`src/rtl/baud_gen_pkg.sv`:
```
package baud_gen_pkg;
  // Source select encoding: bit 1 picks external pin, bit 0 routes through divider
  typedef enum logic [1:0] {
    SRC_INT_RAW = 2'b00,
    SRC_INT_DIV = 2'b01,
    SRC_EXT_RAW = 2'b10,
    SRC_EXT_DIV = 2'b11
  } src_sel_e;

  function automatic logic src_is_ext(input src_sel_e s);
    return s[1];
  endfunction

  function automatic logic src_uses_div(input src_sel_e s);
    return s[0];
  endfunction
endpackage

```
`src/rtl/baud_src_event.sv`:
```
module baud_src_event #(
  parameter int SYNC_STAGES = 2
) (
  input  logic clk,
  input  logic rst_n,
  input  logic ext_clk,
  input  logic use_ext,
  output logic evt_o
);
  localparam int MSB = SYNC_STAGES - 1;

  logic [SYNC_STAGES-1:0] sync_q;
  logic                   prev_q;

  always_ff @(posedge clk) begin
    if (!rst_n) begin
      sync_q <= '0;
      prev_q <= 1'b0;
    end else begin
      sync_q <= {sync_q[SYNC_STAGES-2:0], ext_clk};
      prev_q <= sync_q[MSB];
    end
  end

  // Internal source: one event every cycle; external: one per synced rising edge
  assign evt_o = use_ext ? (sync_q[MSB] & ~prev_q) : 1'b1;
endmodule

```
`src/rtl/baud_prescaler.sv`:
```
module baud_prescaler #(
  parameter int SEL_W     = 2,
  parameter int STEP_LOG2 = 2
) (
  input  logic             clk,
  input  logic             rst_n,
  input  logic             clr,
  input  logic             evt_i,
  input  logic [SEL_W-1:0] sel,
  output logic             tick_o
);
  localparam int CNT_W = STEP_LOG2 * ((1 << SEL_W) - 1);

  logic [CNT_W-1:0] cnt_q;
  logic [CNT_W-1:0] term;

  // Terminal count is 4**sel - 1: the low sel*STEP_LOG2 bits set
  always_comb begin
    for (int i = 0; i < CNT_W; i++) begin
      term[i] = (i < int'(sel) * STEP_LOG2);
    end
  end

  assign tick_o = evt_i & (cnt_q == term);

  always_ff @(posedge clk) begin
    if (!rst_n || clr) begin
      cnt_q <= '0;
    end else if (evt_i) begin
      cnt_q <= tick_o ? '0 : cnt_q + 1'b1;
    end
  end
endmodule

```
`src/rtl/baud_divider.sv`:
```
module baud_divider #(
  parameter int DIV_W = 8
) (
  input  logic             clk,
  input  logic             rst_n,
  input  logic             clr,
  input  logic             evt_i,
  input  logic [DIV_W-1:0] divisor,
  output logic             tick_o
);
  logic [DIV_W-1:0] cnt_q;
  logic [DIV_W-1:0] term;

  // divisor - 1 wraps to all ones for zero, giving 2**DIV_W counts
  assign term   = divisor - 1'b1;
  assign tick_o = evt_i & (cnt_q == term);

  always_ff @(posedge clk) begin
    if (!rst_n || clr) begin
      cnt_q <= '0;
    end else if (evt_i) begin
      cnt_q <= tick_o ? '0 : cnt_q + 1'b1;
    end
  end
endmodule

```
`src/rtl/baud_os_stage.sv`:
```
module baud_os_stage #(
  parameter int OS_RATIO = 16
) (
  input  logic clk,
  input  logic rst_n,
  input  logic clr,
  input  logic stage_tick,
  output logic os_tick,
  output logic bit_tick
);
  localparam int BC_W = $clog2(OS_RATIO);
  localparam logic [BC_W-1:0] BC_LAST = BC_W'(OS_RATIO - 1);

  logic            half_q;
  logic [BC_W-1:0] bc_q;
  logic            os_next;

  // Fixed divide by two ahead of the oversample strobe
  assign os_next = stage_tick & half_q;

  always_ff @(posedge clk) begin
    if (!rst_n || clr) begin
      half_q   <= 1'b0;
      bc_q     <= '0;
      os_tick  <= 1'b0;
      bit_tick <= 1'b0;
    end else begin
      os_tick  <= os_next;
      bit_tick <= os_next & (bc_q == BC_LAST);
      if (stage_tick) half_q <= ~half_q;
      if (os_next)    bc_q   <= (bc_q == BC_LAST) ? '0 : bc_q + 1'b1;
    end
  end
endmodule

```
`src/rtl/baud_gen.sv`:
```
module baud_gen
  import baud_gen_pkg::*;
#(
  parameter int DIV_W       = 8,
  parameter int PSEL_W      = 2,
  parameter int PSTEP_LOG2  = 2,
  parameter int OS_RATIO    = 16,
  parameter int SYNC_STAGES = 2
) (
  input  logic                    clk,
  input  logic                    rst_n,
  input  logic                    ext_clk,
  input  logic [1:0]              clk_src,
  input  logic [DIV_W+PSEL_W-1:0] rate_cfg,
  output logic                    os_tick,
  output logic                    bit_tick
);
  localparam int CFG_W = 2 + DIV_W + PSEL_W;

  src_sel_e          src;
  logic [CFG_W-1:0]  cfg_all;
  logic [CFG_W-1:0]  cfg_q;
  logic              cfg_chg;
  logic              src_evt;
  logic              pre_evt;
  logic              pre_tick;
  logic              div_tick;
  logic              stage_tick;

  assign src     = src_sel_e'(clk_src);
  assign cfg_all = {clk_src, rate_cfg};
  assign cfg_chg = (cfg_all != cfg_q);

  always_ff @(posedge clk) begin
    if (!rst_n) cfg_q <= '0;
    else        cfg_q <= cfg_all;
  end

  baud_src_event #(.SYNC_STAGES(SYNC_STAGES)) u_src (
    .clk     (clk),
    .rst_n   (rst_n),
    .ext_clk (ext_clk),
    .use_ext (src_is_ext(src)),
    .evt_o   (src_evt)
  );

  assign pre_evt = src_evt & src_uses_div(src);

  baud_prescaler #(.SEL_W(PSEL_W), .STEP_LOG2(PSTEP_LOG2)) u_pre (
    .clk    (clk),
    .rst_n  (rst_n),
    .clr    (cfg_chg),
    .evt_i  (pre_evt),
    .sel    (rate_cfg[DIV_W +: PSEL_W]),
    .tick_o (pre_tick)
  );

  baud_divider #(.DIV_W(DIV_W)) u_div (
    .clk     (clk),
    .rst_n   (rst_n),
    .clr     (cfg_chg),
    .evt_i   (pre_tick),
    .divisor (rate_cfg[DIV_W-1:0]),
    .tick_o  (div_tick)
  );

  assign stage_tick = src_uses_div(src) ? div_tick : src_evt;

  baud_os_stage #(.OS_RATIO(OS_RATIO)) u_os (
    .clk        (clk),
    .rst_n      (rst_n),
    .clr        (cfg_chg),
    .stage_tick (stage_tick),
    .os_tick    (os_tick),
    .bit_tick   (bit_tick)
  );
endmodule

```
`config.mk`:
```
export PLATFORM = sky130hd
export DESIGN_NAME = baud_gen
export DESIGN_NICKNAME = d
export VERILOG_FILES = /design/src/rtl/baud_gen_pkg.sv /design/src/rtl/baud_src_event.sv /design/src/rtl/baud_prescaler.sv /design/src/rtl/baud_divider.sv /design/src/rtl/baud_os_stage.sv /design/src/rtl/baud_gen.sv
export SDC_FILE = /design/constraint.sdc
export NUM_CORES = 1
export LEC_CHECK = 0
export ABC_CLOCK_PERIOD_IN_PS = 3300
export BUFFER_PORTS_ARGS = -buffer_cell sky130_fd_sc_hd__buf_4
export CORE_ASPECT_RATIO = 0.5
export CORE_UTILIZATION = 59
export DETAILED_ROUTE_END_ITERATION = 10
export PLACE_DENSITY = 0.79
export SLEW_MARGIN = 20
export SYNTH_ARGS = -nofsm -noshare
export SYNTH_HDL_FRONTEND = slang
export SYNTH_SLANG_ARGS = --single-unit
```
`constraint.sdc`:
```
create_clock -name clk -period 3.3 [get_ports clk]
set_input_delay 0.33 -clock clk [delete_from_list [all_inputs] [get_ports clk]]
set_output_delay 0.33 -clock clk [all_outputs]
set_load 0.05 [all_outputs]
```
==> flow_metrics.env <==
export IMPL_port_buffers=16
export IMPL_h_tree_depth=2
export IMPL_rsz0062_at_grt="no"
export IMPL_path_clk_slew_ps=70
export IMPL_cts_resized=0
export IMPL_dr_wl_met2_mm=1.56
export IMPL_place_area_um2=1920
export IMPL_synth_top_area_cell="dfxtp_1"
export IMPL_via_per_inst=5.69
export IMPL_synth_area_per_cell_um2=8.99
export IMPL_synth_top_area_frac=0.403
export IMPL_numCtsBuffers=5
export IMPL_ir_drop_mv=0.269
export IMPL_p_per_area_nw_per_um2=411
export IMPL_design_area_um2=2000
export IMPL_synth_edf_count=0
export IMPL_hp_start="ext_clk"
export IMPL_wl_per_cell_um=14.4
export IMPL_grt_first_pass_wirelength_mm=5.83
export IMPL_r2r_end="u_os.bc_q[3]"
export IMPL_cts_sinks=36
export IMPL_cp_endpoint="u_os.bc_q[3]"
export IMPL_crit_fanout=10
export IMPL_first_iter_violations=62
export IMPL_period_share=0.743
export IMPL_syn_nets=218
export IMPL_gp_congestion=0.880
export IMPL_nNetsFinal=236
export IMPL_grt_pass1_vias=1222
export IMPL_cp_data_arrival_time_ps=2630
export IMPL_dieArea_um2=3270
export IMPL_synth_cell_area_um2=1790
export IMPL_async_flop_share=0
export IMPL_hpwl_mm=2.65
export IMPL_core_um2=2730
export IMPL_drive_gt1_frac=0.129
export IMPL_post_synth_inst_count=199
export IMPL_area_growth_synth_to_final_pct=11.9
export IMPL_path_class="reg2reg"
export IMPL_top_layer_used="met4"
export IMPL_maxCapViolCount=0
export IMPL_cts_path_max_buffers=2
export IMPL_met3WireLength_um=161
export IMPL_fp_dieW_um=79.9
export IMPL_grt_max_degree=17
export IMPL_reg2reg_slack_ps=850
export IMPL_cts_root_buf="clkbuf_8"
export IMPL_relSlewSlack=0.474
export IMPL_report_final_slew_viol_count=0
export IMPL_finalSetupViolations=0
export IMPL_start_util=0.655
export IMPL_synth_most_common_cell="dfxtp_1"
export IMPL_setup_tns_ps=0
export IMPL_cts_tree="done"
export IMPL_crit_start="u_pre.cnt_q[2]"
export IMPL_wirelength_met1_mm=1.90
export IMPL_drtPass1Iterations=4
export IMPL_end_kind="flip-flop"
export IMPL_antenna_found_initial=0
export IMPL_io_pins=17
export IMPL_remaining_drc_errors=0
export IMPL_tightest_slew_ps=789
export IMPL_final_antenna_net_count=0
export IMPL_vias=1445
export IMPL_postCtsSetupBuffers=0
export IMPL_grt_overflow_total=0
export IMPL_min_period_ps=2450
export IMPL_clkLatencyLatePin_ps=290
export IMPL_reg2reg_depth=6
export IMPL_ys_warn_count=0
export IMPL_leakagePower_uw=0.000745
export IMPL_cp_start_kind="flip-flop"
export IMPL_cts_hold_buf=0
export IMPL_ys_seq_elements=36
export IMPL_fmax_mhz=408
export IMPL_diodes=0
export IMPL_hold_class="in2reg"
export IMPL_required_ps=3480
export IMPL_synth_common_cells="dfxtp_1 (36), xor2_1 (17), and2_1 (15), nand2_1 (15), nor2_1 (15)"
export IMPL_gr_usage_all_layers=0.253
export IMPL_status="complete, no violations"
export IMPL_hold_viol=0
export IMPL_yosysSeqAreaShare=0.403
export IMPL_die_h_um=40.9
export IMPL_drt_wl_total_mm=3.65
export IMPL_rows=13
export IMPL_r2r_start="u_pre.cnt_q[2]"
export IMPL_ys_types=48
export IMPL_ys_flop_type="dfxtp_1"
export IMPL_skew_ps=4.65
export IMPL_synth_area_leaders="dfxtp_1 (40%), xor2_1 (8.3%), xnor2_1 (6.9%), and2_1 (5.2%), nand2_1 (3.1%)"
routing by layer:
metal | vias to the layer above | track usage
li1 | 735 | -
met1 | 671 | 0.338
met2 | 32 | 0.400
met3 | 7 | 0.0800
met4 | 0 | 0.0759
met5 | - | 0
layout make-up:
type	count	area, um2
multi-input cells	151	1010
fillers	207	731
flip-flops and latches	36	721
repair buffers	16	120
clock buffers	6	72.6
well taps	37	46.3
inverters	7	26.3
clock inverters	1	5.00
cells in the final DEF, fill, tap and decap left out, drive strengths merged, types with 2 or more instances in the layout:
cell	n
a21oi	6
and2	16
and3	4
buf	16
clkbuf	6
dfxtp	36
ha	4
inv	7
nand2	15
nand2b	4
nand3	4
nand4	7
nor2	15
nor3	6
nor4	8
o21ai	5
o41ai	2
or2b	2
or3	2
xnor2	14
xor2	17
power by group:
group | internal [uW] | leakage (uW) | total [uW] | switching [uW]
Combinational | 37.7 | 0.000411 | 78.5 | 40.8
Clock | 143 | 0.0000410 | 297 | 153
Sequential | 444 | 0.000294 | 447 | 3.53
Total | 625 | 0.000745 | 822 | 198
metrics by stage:
| step | util | hold WS (ps) | total power [uW] | cells | worst slack, ps |
|---|---|---|---|---|---|
| 2_1_floorplan | - | 412 | 504 | 199 | 1060 |
| 3_3_place_gp | 0.704 | 430 | 533 | 247 | 849 |
| 3_5_place_dp | 0.704 | 429 | 535 | 247 | 745 |
| 4_1_cts | 0.733 | 249 | 825 | 254 | 859 |
| 5_1_grt | 0.733 | 240 | 849 | 254 | 662 |
| 6_report | 0.733 | 246 | 822 | 254 | 847 |
how the worst min path moves through the flow:
stage | cells after the start | endpoint
final | 2 | u_src.sync_q[0]
after global routing | 2 | u_src.sync_q[0]
after CTS | 2 | u_src.sync_q[0]
after detailed placement | 1 | u_src.sync_q[1]
after global placement | 1 | u_src.sync_q[1]
after floorplan | 1 | u_src.sync_q[1]
registers in the layout, indices dropped and copies added (netlist names):
signal         cells
u_src.sync_q       2
u_div.cnt_q        8
cfg_q             12
u_os.bit_tick      1
u_pre.cnt_q        6
u_src.prev_q       1
u_os.os_tick       1
u_os.half_q        1
u_os.bc_q          4
cells by family (layout without fill, tap and decap cells):
logic type / after synthesis / in the layout / share of synthesized area
xor gates and xnor gates: 31 / 31 / 0.152
and+or+nand+nor: 91 / 91 / 0.282
AOI/OAI and AO/OA: 25 / 25 / 0.104
buffers and inverters: 12 / 30 / 0.0322
adders and majority gates: 4 / 4 / 0.0280
DFF: 36 / 36 / 0.403
worst max-delay path: stages, from the launching register on:
cell     delay, ps
dfxtp_1        350
nor3_1         250
nand2_1        110
a221o_1        520
o41ai_2        550
nand2_1        180
o41ai_1        380
No activity file was read; power rests on OpenSTA's default activity.
